===== src/rtl/bof_pkg.sv =====
package bof_pkg;
  parameter int DATA_W  = 32;
  parameter int ADDR_W  = 2;
  parameter int DELAY_W = 14;

  localparam int CTRL_W = DELAY_W + 2;

  localparam logic [ADDR_W-1:0] ADDR_CTRL = ADDR_W'(0);
  localparam logic [ADDR_W-1:0] ADDR_STAT = ADDR_W'(1);
  localparam logic [ADDR_W-1:0] ADDR_CLR  = ADDR_W'(2);

  typedef struct packed {
    logic [DELAY_W-1:0] delay;
    logic               rstSel;
    logic               waitEn;
  } ctrl_t;

  localparam ctrl_t CTRL_RESET = '{delay: DELAY_W'(13'h1FFF), rstSel: 1'b0, waitEn: 1'b1};

  typedef struct packed {
    logic loadCnt;
    logic stepCnt;
    logic fireIrq;
    logic fireRst;
  } strobe_t;

  typedef enum logic {ST_IDLE, ST_WAIT} state_t;
endpackage


===== src/rtl/bof_control.sv =====
module bof_control
  import bof_pkg::*;
(
  input  logic    clk,
  input  logic    rstN,
  input  ctrl_t   ctrlQ,
  input  logic    bodRise,
  input  logic    bodSync,
  input  logic    cntLast,
  output strobe_t stb
);
  state_t stateQ, stateD;

  always_comb begin
    stateD = stateQ;
    stb    = '0;
    unique case (stateQ)
      ST_IDLE: begin
        if (bodRise) begin
          if (ctrlQ.rstSel) begin
            stb.fireRst = 1'b1;
          end else if (!ctrlQ.waitEn) begin
            stb.fireIrq = 1'b1;
          end else begin
            stb.loadCnt = 1'b1;
            stateD      = ST_WAIT;
          end
        end
      end
      ST_WAIT: begin
        if (cntLast) begin
          stb.fireIrq = bodSync;
          stateD      = ST_IDLE;
        end else begin
          stb.stepCnt = 1'b1;
        end
      end
      default: stateD = ST_IDLE;
    endcase
  end

  always_ff @(posedge clk or negedge rstN) begin
    if (!rstN) stateQ <= ST_IDLE;
    else       stateQ <= stateD;
  end
endmodule


===== src/rtl/bof_datapath.sv =====
module bof_datapath
  import bof_pkg::*;
(
  input  logic              clk,
  input  logic              rstN,
  input  logic              regWrEn,
  input  logic [ADDR_W-1:0] regAddr,
  input  logic [DATA_W-1:0] regWrData,
  output logic [DATA_W-1:0] regRdData,
  input  logic              bodRaw,
  input  strobe_t           stb,
  output ctrl_t             ctrlQ,
  output logic              bodSync,
  output logic              bodRise,
  output logic              cntLast,
  output logic              resetReq,
  output logic              irqOut
);
  localparam int SYNC_STAGES = 2;

  logic [SYNC_STAGES-1:0] syncQ;
  logic                   bodPrevQ;
  logic [DELAY_W-1:0]     cntQ;
  logic [DELAY_W-1:0]     loadVal;
  logic                   irqQ;
  logic                   rstQ;
  logic                   wrCtrl, wrClr;

  assign wrCtrl = regWrEn && (regAddr == ADDR_CTRL);
  assign wrClr  = regWrEn && (regAddr == ADDR_CLR) && regWrData[0];

  always_ff @(posedge clk or negedge rstN) begin
    if (!rstN)       ctrlQ <= CTRL_RESET;
    else if (wrCtrl) ctrlQ <= ctrl_t'(regWrData[CTRL_W-1:0]);
  end

  always_ff @(posedge clk or negedge rstN) begin
    if (!rstN) begin
      syncQ    <= '0;
      bodPrevQ <= 1'b0;
    end else begin
      syncQ    <= {syncQ[SYNC_STAGES-2:0], bodRaw};
      bodPrevQ <= syncQ[SYNC_STAGES-1];
    end
  end

  assign bodSync = syncQ[SYNC_STAGES-1];
  assign bodRise = bodSync && !bodPrevQ;

  assign loadVal = (ctrlQ.delay == '0) ? DELAY_W'(1) : ctrlQ.delay;

  always_ff @(posedge clk or negedge rstN) begin
    if (!rstN)            cntQ <= '0;
    else if (stb.loadCnt) cntQ <= loadVal;
    else if (stb.stepCnt) cntQ <= cntQ - DELAY_W'(1);
  end

  assign cntLast = (cntQ == DELAY_W'(1));

  always_ff @(posedge clk or negedge rstN) begin
    if (!rstN) begin
      irqQ <= 1'b0;
      rstQ <= 1'b0;
    end else begin
      rstQ <= stb.fireRst;
      if (stb.fireIrq)  irqQ <= 1'b1;
      else if (wrClr)   irqQ <= 1'b0;
    end
  end

  assign resetReq = rstQ;
  assign irqOut   = irqQ;

  always_comb begin
    regRdData = '0;
    if (regAddr == ADDR_CTRL)      regRdData[CTRL_W-1:0] = ctrlQ;
    else if (regAddr == ADDR_STAT) regRdData[0]          = irqQ;
  end
endmodule


===== src/rtl/brownout_filter.sv =====
module brownout_filter
  import bof_pkg::*;
(
  input  logic              clk,
  input  logic              rstN,
  input  logic              regWrEn,
  input  logic [ADDR_W-1:0] regAddr,
  input  logic [DATA_W-1:0] regWrData,
  output logic [DATA_W-1:0] regRdData,
  input  logic              bodRaw,
  output logic              resetReq,
  output logic              irqOut
);
  strobe_t stb;
  ctrl_t   ctrlQ;
  logic    bodSync, bodRise, cntLast;
  logic    rstSelQ;

  assign rstSelQ = ctrlQ.rstSel;

  bof_control ctrl_i (
    .clk(clk), .rstN(rstN), .ctrlQ(ctrlQ), .bodRise(bodRise),
    .bodSync(bodSync), .cntLast(cntLast), .stb(stb)
  );

  bof_datapath dp_i (
    .clk(clk), .rstN(rstN), .regWrEn(regWrEn), .regAddr(regAddr),
    .regWrData(regWrData), .regRdData(regRdData), .bodRaw(bodRaw),
    .stb(stb), .ctrlQ(ctrlQ), .bodSync(bodSync), .bodRise(bodRise),
    .cntLast(cntLast), .resetReq(resetReq), .irqOut(irqOut)
  );
endmodule


===== config.mk =====
export PLATFORM = sky130hd
export DESIGN_NAME = brownout_filter
export DESIGN_NICKNAME = d
export VERILOG_FILES = /design/src/rtl/bof_pkg.sv /design/src/rtl/bof_control.sv /design/src/rtl/bof_datapath.sv /design/src/rtl/brownout_filter.sv
export SDC_FILE = /design/constraint.sdc
export NUM_CORES = 1
export LEC_CHECK = 0
export BUFFER_PORTS_ARGS = -buffer_cell sky130_fd_sc_hd__buf_2
export CAP_MARGIN = 20
export CORE_ASPECT_RATIO = 2
export CORE_MARGIN = 2
export CORE_UTILIZATION = 50
export DETAILED_ROUTE_END_ITERATION = 8
export PLACE_DENSITY = 0.77
export REMOVE_ABC_BUFFERS = 1
export SETUP_SLACK_MARGIN = 0.5
export SYNTH_ARGS = -nofsm -noshare
export SYNTH_HDL_FRONTEND = slang
export SYNTH_SLANG_ARGS = --single-unit

===== constraint.sdc =====
create_clock -name clk -period 2.6 [get_ports clk]
set_input_delay 0.78 -clock clk [delete_from_list [all_inputs] [get_ports clk]]
set_output_delay 0.78 -clock clk [all_outputs]
set_load 0.05 [all_outputs]

==> impl_metrics.json, run 1 <==
{
  "outcome": "completed",
  "grt_pass1_wl_mm": 8.56,
  "path_max_fanout": 8,
  "synth_cell_type_count": 44,
  "worstSetupPathType": "input pin to output pin",
  "grt_pass1_vias": 1825,
  "portBuffers": 39,
  "fin_tns_setup_ns": 0,
  "worst_setup_path_end_kind": "output pin",
  "yosysSeqAreaShare_pct": 44.9,
  "timing.final.max_slew_violations": 0,
  "dr.pass1.iters": 4,
  "grt_max_degree": 37,
  "ir_drop_uv": 769,
  "pwr-share-clk_pct": 15.7,
  "nets": 297,
  "min_to": "dp_i.syncQ[1]",
  "netlist_area_sq_um": 2040,
  "core_sq_um": 3880,
  "rr_endpoint": "dp_i.cntQ[5]",
  "avgSynthCellArea_sq_um": 10.2,
  "antenna_found_initial": 0,
  "cap_viol_max_count": 0,
  "place_area_sq_um": 2240,
  "layout-drive-gt1-share_pct": 56.2,
  "clk_latency_ns": 0.29,
  "cts_max_level": 2,
  "async_reset_ff_share_pct": 100,
  "io_pins": 72,
  "cts_tree": "done",
  "intPower_mw": 1.56,
  "min_period_ns": 2.26,
  "synthCells": 200,
  "p_seq_share_pct": 37.8,
  "cts_buffer_depth": 2,
  "cts_sinks": 36,
  "cts_root_buffer": "clkbuf_8",
  "switching_share_pct": 40.2,
  "wirelength_mm": 5.41,
  "timing.fmax_ghz": 0.443,
  "arrival_ns": 1.48,
  "synth-warning-count": 0,
  "fin_crit_sh_pct": 86.8,
  "worstHoldPathCells": 0,
  "grt_usage_pct": 24.0,
  "regToRegSetupSlack_ns": 0.39,
  "r2r-start": "dp_i.cntQ[6]",
  "start_util_pct": 52.6,
  "crit_required_ns": 1.82,
  "synth_edf_count": 0,
  "tightest_slew_ns": 0.783,
  "slew_headroom_pct": 47.8,
  "hold_start": "dp_i.syncQ[0]",
  "rows": 32,
  "rsz0062_at_grt": "true",
  "drtAntennaViolNets": 0,
  "utilization_pct": 72.4,
  "critPathLaunchType": "input pin",
  "die_w_um": 49.2,
  "gp_congestion": 0.866,
  "postLayoutCellArea_sq_um": 2810,
  "reg2reg_depth": 4,
  "ys_ff_latch": 36,
  "finalSetupViolCount": 0,
  "cts.reportedPaths.clkPinSlew_ns": 0.07,
  "die_h_um": 94.4,
  "fillers": 260,
  "synth_flop_cell": "dfrtp_1",
  "viasPerCell": 5.84,
  "routedWlPerCell_um": 17.5,
  "min_path_type": "register to register",
  "syn_to_final_growth_pct": 37.5,
  "pwr-share-comb_pct": 46.5,
  "p_per_area_nw_per_um2": 928,
  "power_switching_mw": 1.05,
  "p_leak_nw": 1.20,
  "fin_worst_skew_ns": 0.00807,
  "drtIter0Drc": 49,
  "vias": 1804,
  "diodes": 0,
  "dpl.hpwl_mm": 3.43,
  "cts_buffers": 5,
  "drcViolationCount": 0,
  "finalHoldViolations": 0,
  "overflow": 0,
  "dieArea_sq_um": 4640
}
[cell families after synthesis]
family | Yosys count | share of synthesized area [%]
muxes | 19 | 10.8
adders and majority gates | 2 | 1.22
and+or+nand+nor | 88 | 24.8
DFF | 36 | 44.9
buffers and inverters | 29 | 8.76
other | 1 | 0.184
AOI/OAI and AO/OA | 25 | 9.31
[how the worst max path moves through the flow]
| stage | start | endpoint | slack [ns] | cells after the start |
|---|---|---|---|---|
| after floorplan | dp_i.cntQ[12] | dp_i.cntQ[13] | 0.11 | 4 |
| after global placement | regAddr[1] | regRdData[6] | 0.23 | 5 |
| after detailed placement | regAddr[1] | regRdData[6] | 0.19 | 5 |
| after CTS | regAddr[0] | regRdData[6] | 0.35 | 5 |
| after global routing | regAddr[1] | regRdData[6] | 0.33 | 5 |
| final | regAddr[1] | regRdData[6] | 0.34 | 5 |
[critical path, cell delays in order]
cell and delay [ns]:
buf_8 0.10, nor2_4 0.14, buf_6 0.16, and2_4 0.16
buf_8 0.14
[layout make-up]
type / count / area [sq um] / area share [%]
Timing Repair Buffer: 61 / 552 / 19.6
Clock inverter: 2 / 10.0 / 0.356
Multi-Input combinational cell: 150 / 1170 / 41.5
Clock buffer: 6 / 82.6 / 2.94
Sequential cell: 36 / 925 / 32.9
Tap cell: 51 / 63.8 / 2.27
Inverter: 3 / 11.3 / 0.401
[layer usage]
metal | GRT usage (%) | part of all wire [%] | wire (um) | vias up
met5 | 0 | 0 | 0 | -
met4 | 12.9 | 4.9 | 263 | 0
met3 | 3.16 | 4.1 | 222 | 26
met2 | 44.8 | 55 | 2990 | 77
met1 | 25.5 | 36 | 1930 | 883
li1 | - | - | - | 818
[Yosys cell counts, types with 3 or more instances]
cell,instances,share of area [%]
dfrtp_1,22,27
clkbuf_1,7,1.3
or3_1,3,0.92
o21ai_0,5,1.2
nor3_1,14,3.4
a221o_1,3,1.5
buf_4,16,5.9
o211ai_1,3,1.1
and2_1,17,5.2
nor4_1,4,1.2
or4_1,3,1.1
dfstp_2,14,18
mux2_2,16,8.8
nor2_1,8,1.5
nand3_1,11,2.7
inv_1,3,0.55
a22oi_1,3,1.1
nand2_1,11,2.0
nand4_1,3,0.92
[placed cells by master (no fill, tap or decap), types with 3 or more instances in the layout]
cell type / instances
nand4_1: 3
clkbuf_8: 6
mux2_2: 16
buf_4: 19
buf_6: 3
nand2_1: 11
o21ai_0: 5
nor3_1: 11
and2_4: 15
dfrtp_1: 17
nand3_1: 10
buf_8: 18
nor2_1: 7
nor3_4: 3
nor4_1: 4
buf_2: 21
dfstp_2: 14
or4_4: 3
dfrtp_2: 5
o211ai_1: 3
conb_1: 16
a221o_1: 3
[sequential cells by signal, summed over array words and instances (netlist names)]
signal and count:
dp_i.syncQ 2, dp_i.cntQ 14, dp_i.ctrlQ 16, dp_i.resetReq 1
dp_i.bodPrevQ 1, ctrl_i.stateQ 1, dp_i.irqOut 1
[power groups by stage]
stage          logic [mW]  registers, mW  clock network, mW
6_report             1.21          0.986              0.408
2_1_floorplan       0.587          0.954                  0
3_5_place_dp        0.795           1.00                  0
4_1_cts              1.01          0.972              0.412
5_1_grt              1.30           1.02              0.440
3_3_place_gp        0.779          0.990                  0
[what timing repair did]
action / CTS / global route
hold buffers: 0 / 0
endpoints found under the hold margin: 0 / 0
setup endpoints to repair: 22 / 28
setup buffers: 7 / 8
gates resized for setup: 85 / 23
cloned: 1 / 0
pin swaps: 17 / 10
[through the flow]
stage / setup slack (ns) / hold WS (ns) / power (mW) / cells
after global placement: 0.228 / 0.335 / 1.77 / 285
after detailed placement: 0.191 / 0.339 / 1.79 / 285
final: 0.344 / 0.356 / 2.61 / 309
after floorplan: 0.106 / 0.331 / 1.54 / 189
after CTS: 0.347 / 0.356 / 2.40 / 301
after global routing: 0.330 / 0.369 / 2.76 / 309
Power figures use the tool's default switching activity.
==> inputs of run 2 (changes only) <==
CORE_UTILIZATION = 40   (was 50)
PLACE_DENSITY = 0.63   (was 0.77)
SETUP_SLACK_MARGIN = default   (was 0.5)
==> run 2 against run 1 <==
Effect of this change:
- routed wire length down 14%
- cell area down 16%
- worst hold slack worse by 0.00095 ns
==> impl_metrics.json, run 2 (same netlist as run 1, synthesis figures left out) <==
{
  "finalPower_mw": 2.26,
  "grt_max_degree": 37,
  "portBuffers": 39,
  "cts_hold_repair.buffers": 0,
  "syn_to_final_growth_pct": 15.4,
  "most-common-layout-cells": "buf_2 (39), dfrtp_1 (22), and2_1 (17), mux2_2 (16), conb_1 (16)",
  "worst_slack_ns": 0.235,
  "cp_cell_sequence": "buf_2 > nor2_1 > buf_4 > and2_1 > buf_2",
  "cts_root_buffer": "clkbuf_8",
  "post_cts_buffers": 0,
  "ir_drop_uv": 605,
  "dr.pass1.iters": 4,
  "tightest_slew_ns": 0.786,
  "fillers": 473,
  "reg_top3": "dp_i.ctrlQ: 16 flops, dp_i.cntQ: 14 flops, dp_i.syncQ: 2 flops",
  "antenna_found_initial": 0,
  "worst_setup_path_end_kind": "output pin",
  "critical-path-max-stage-delay_ns": 0.26,
  "vias": 1646,
  "regMostFlops": "dp_i.ctrlQ",
  "p_seq_share_pct": 43.0,
  "dp_slack_ns": 0.231,
  "finalSetupViolCount": 0,
  "timing.final.max_slew_violations": 0,
  "min_path_type": "register to register",
  "power_switching_mw": 0.901,
  "cts_max_level": 2,
  "crit_top_cell": "buf_2",
  "outcome": "completed",
  "arrival_ns": 1.59,
  "cts.reportedPaths.clkPinSlew_ns": 0.07,
  "crit_required_ns": 1.82,
  "fin_worst_skew_ns": 0.00999,
  "cts_buffer_depth": 2,
  "cpLargestDelayFamily": "buffers and inverters",
  "timing.fmax_ghz": 0.423,
  "routedWlPerCell_um": 15.4,
  "rows": 36,
  "gp_congestion": 0.823,
  "nets": 283,
  "cts_sinks": 36,
  "fin_tns_setup_ns": 0,
  "grt_usage_pct": 18.5,
  "utilization_pct": 48.0,
  "cap_viol_max_count": 0,
  "dpl.hpwl_mm": 3.55,
  "rsz0062_at_grt": "false",
  "path_max_fanout": 16,
  "switching_share_pct": 39.8,
  "critPathLaunchType": "input pin",
  "die_w_um": 54.5,
  "min_period_ns": 2.37,
  "cts_tree": "done",
  "cts_resized": 0,
  "pwr-share-comb_pct": 37.3,
  "intPower_mw": 1.36,
  "slew_headroom_pct": 47.6,
  "layout-drive-gt1-share_pct": 37.3,
  "clk_latency_ns": 0.29,
  "diodes": 0,
  "largest_reg_flops": 16,
  "fin_crit_sh_pct": 91.0,
  "dieArea_sq_um": 5730,
  "viasPerCell": 5.47,
  "die_h_um": 105,
  "crit_buf_inv": 3,
  "p_leak_nw": 1.05,
  "pwr-share-clk_pct": 19.7,
  "cts_buffers": 5,
  "grt_pass1_wl_mm": 7.76,
  "drtAntennaViolNets": 0,
  "drtIter0Drc": 36,
  "overflow": 0,
  "grt_pass1_vias": 1556,
  "io_pins": 72,
  "start_util_pct": 41.6,
  "finalHoldViolations": 0,
  "p_per_area_nw_per_um2": 959,
  "core_sq_um": 4910,
  "cpMaxStageDelayCell": "buf_2",
  "final_common_cell": "buf_2",
  "wirelength_mm": 4.64,
  "drcViolationCount": 0,
  "worstSetupPathType": "input pin to output pin"
}
[run 2: final cells by class]
type                    instances  area (sq um)  area share (%)
repair buffers                 47           255            10.8
multi-input cells             150          1000            42.5
well taps                      57          71.3            3.02
inverters                       3          11.3           0.477
flip-flops and latches         36           918            38.9
clock buffers                   8           100            4.24
[run 2: metal layers]
layer	share of wire, %	global-route usage, %	wire [um]
met1	39	21.7	1790
met2	56	31.0	2580
met3	3.3	3.14	154
met4	2.2	8.57	103
met5	0	0	0
[run 2: worst reg2reg max path: cells and delay by family (launching register included)]
kind / cells / cell delay [ns]
buf+inv: 1 / 0.08
fa+ha+maj: 1 / 0.22
flops: 1 / 0.43
simple gates: 4 / 1.53
[run 2: metrics by stage]
step	std cells	hold WS (ns)	area, sq um
3_5_place_dp	293	0.342	2260
5_1_grt	301	0.369	2360
3_3_place_gp	293	0.334	2260
6_report	301	0.355	2360
4_1_cts	301	0.358	2360
2_1_floorplan	189	0.331	1930
[run 2: power by group through the flow]
| stage | Sequential, mW | Combinational (mW) | Clock, mW |
|---|---|---|---|
| floorplan | 0.954 | 0.587 | 0 |
| global placement | 0.977 | 0.832 | 0 |
| detailed placement | 0.980 | 0.846 | 0 |
| CTS | 0.971 | 0.849 | 0.451 |
| global route | 1.00 | 0.925 | 0.481 |
| finish | 0.974 | 0.844 | 0.445 |
[run 2: final timing paths]
check,from,to,slack [ns],cells past startpoint
worst max-delay path,regAddr[1],regRdData[11],0.23,5
worst min-delay path,dp_i.syncQ[0],dp_i.syncQ[1],0.36,0
worst max register to register,dp_i.cntQ[0],dp_i.cntQ[10],0.30,6
worst min register to register,dp_i.syncQ[0],dp_i.syncQ[1],0.36,0
max in group asynchronous,rstN,dp_i.ctrlQ[15],1.53,1
min in group asynchronous,rstN,dp_i.syncQ[0],0.57,1
==> inputs of run 3 (changes only) <==
--- a/config.mk
+++ b/config.mk
@@ -12,2 +12,3 @@
 export CORE_UTILIZATION = 40
+export CTS_BUF_LIST = sky130_fd_sc_hd__clkbuf_16
 export DETAILED_ROUTE_END_ITERATION = 8
==> constraint.sdc (replaced) <==
create_clock -name clk -period 2.6 [get_ports clk]
set_input_delay 0.52 -clock clk [delete_from_list [all_inputs] [get_ports clk]]
set_output_delay 0.52 -clock clk [all_outputs]
set_load 0.05 [all_outputs]
==> run 3 against run 2 <==
Effect of this change:
- register-to-register slack about the same
- clock skew decreased by 0.0051 ns
- routed wire length decreased by 0.19%
- cell area increased by 1.5%
- critical endpoint is now dp_i.cntQ[10]
- die area unchanged
- sequential cell count unchanged
- fmax increased by 3.3%
- global-route usage increased by 0.26 points
- combinational power about the same
- core utilization increased by 0.74 points
- power increased by 4.8%
- largest cell class unchanged
==> impl_metrics.json, run 3 (same netlist as run 1, synthesis figures left out) <==
{
  "busiest_layer": "met2",
  "fillers": 468,
  "grt_pass1_wl_mm": 7.80,
  "path_max_fanout": 6,
  "layout-drive-gt1-share_pct": 36.5,
  "die_h_um": 105,
  "gp_congestion": 0.833,
  "timing.final.max_slew_violations": 0,
  "most-common-layout-cells": "buf_2 (39), dfrtp_1 (22), and2_1 (17), mux2_2 (16), conb_1 (16)",
  "multi_input_area_sq_um": 1000,
  "grt.met3_usage_pct": 3.29,
  "cts_tree": "done",
  "p_per_area_nw_per_um2": 991,
  "cpLargestDelayFamily": "simple AND/OR/NAND/NOR gates",
  "pwr-share-comb_pct": 35.6,
  "grt_util_met1_pct": 22.0,
  "arrival_ns": 2.50,
  "clk_latency_ns": 0.27,
  "final_common_cell": "buf_2",
  "cts_max_level": 2,
  "portBuffers": 39,
  "ir_drop_uv": 661,
  "cts_buffers": 5,
  "cpMaxStageDelayCell": "or4b_1",
  "dr.pass1.iters": 4,
  "routedWlPerCell_um": 15.4,
  "cap_viol_max_count": 0,
  "wirelength_mm": 4.63,
  "min_path_type": "input pin to async pin",
  "cts_root_buffer": "clkbuf_16",
  "use_met2_pct": 30.9,
  "rows": 36,
  "drtIter0Drc": 32,
  "fin_worst_skew_ns": 0.00488,
  "largest_reg_flops": 16,
  "postLayoutCellArea_sq_um": 2390,
  "vias": 1657,
  "fin_crit_sh_pct": 88.1,
  "post_cts_buffers": 0,
  "reg_top3": "dp_i.ctrlQ: 16 flops, dp_i.cntQ: 14 flops, dp_i.syncQ: 2 flops",
  "fin_tns_setup_ns": 0,
  "grt_usage_pct": 18.8,
  "cts_sinks": 36,
  "finalSetupViolCount": 0,
  "cts_hold_repair.buffers": 0,
  "outcome": "completed",
  "die_w_um": 54.5,
  "intPower_mw": 1.47,
  "worstSetupPathType": "register to register",
  "cts_buffer_depth": 2,
  "timing.fmax_ghz": 0.437,
  "power_switching_mw": 0.906,
  "min_period_ns": 2.29,
  "ff_latch_area_sq_um": 918,
  "io_pins": 72,
  "regMostFlops": "dp_i.ctrlQ",
  "core_sq_um": 4910,
  "dpl.hpwl_mm": 3.54,
  "slew_headroom_pct": 46.9,
  "p_leak_nw": 1.07,
  "worst_setup_path_end_kind": "register",
  "p_seq_share_pct": 41.2,
  "rsz0062_at_grt": "false",
  "critPathLaunchType": "register",
  "nets": 283,
  "start_util_pct": 41.6,
  "pwr-share-clk_pct": 23.2,
  "cts_resized": 0,
  "overflow": 0,
  "dieArea_sq_um": 5730,
  "place_area_sq_um": 2260,
  "hold_slack_ns": 0.333,
  "finalHoldViolations": 0,
  "viasPerCell": 5.50,
  "cp_cell_sequence": "inv_1 > ha_1 > or4b_1 > or2_2 > or4_1 > nand3_1",
  "critical-path-max-stage-delay_ns": 0.57,
  "switching_share_pct": 38.2,
  "grt_pass1_vias": 1607,
  "drtAntennaViolNets": 0,
  "antenna_found_initial": 0,
  "syn_to_final_growth_pct": 17.2,
  "diodes": 0,
  "tightest_slew_ns": 0.796,
  "drcViolationCount": 0,
  "crit_required_ns": 2.81,
  "crit_buf_inv": 1,
  "cts.reportedPaths.clkPinSlew_ns": 0.05,
  "grt_max_degree": 37
}
run 3: area by class of cell:
type,instances,share of cell area (%)
multi-input combinational,150,41.8
clock inverter,3,0.470
clock buffer,5,5.22
inverter,3,0.470
sequential,36,38.3
tap,57,2.98
timing repair buffer,47,10.7
run 3: final timing paths:
kind | depth (start not counted) | slack, ns | endpoint | startpoint
max reg2reg | 6 | 0.31 | dp_i.cntQ[10] | dp_i.cntQ[0]
min in group clk | 0 | 0.35 | dp_i.syncQ[1] | dp_i.syncQ[0]
min reg2reg | 0 | 0.35 | dp_i.syncQ[1] | dp_i.syncQ[0]
min | 1 | 0.33 | dp_i.syncQ[0] | rstN
max | 6 | 0.31 | dp_i.cntQ[10] | dp_i.cntQ[0]
max in group asynchronous | 1 | 1.76 | dp_i.ctrlQ[15] | rstN
run 3: layer usage:
layer,vias to the layer above,share of wire [%]
li1,794,-
met3,15,5.0
met2,69,55
met4,0,4.2
met5,-,0
met1,779,36
run 3: power by group through the flow:
| stage | sequential (mW) | combinational (mW) | clock (mW) |
|---|---|---|---|
| floorplan | 0.954 | 0.587 | 0 |
| global placement | 0.977 | 0.836 | 0 |
| detailed placement | 0.982 | 0.845 | 0 |
| CTS | 0.976 | 0.849 | 0.563 |
| global route | 1.01 | 0.940 | 0.585 |
| finish | 0.976 | 0.845 | 0.551 |
run 3: through the flow:
stage,instances,power [mW],utilization [%],worst slack [ns]
floorplan,189,1.54,-,0.106
global placement,293,1.81,46.0,0.326
detailed placement,293,1.83,46.0,0.332
CTS,301,2.39,48.8,0.318
global route,301,2.54,48.8,0.146
finish,301,2.37,48.8,0.310
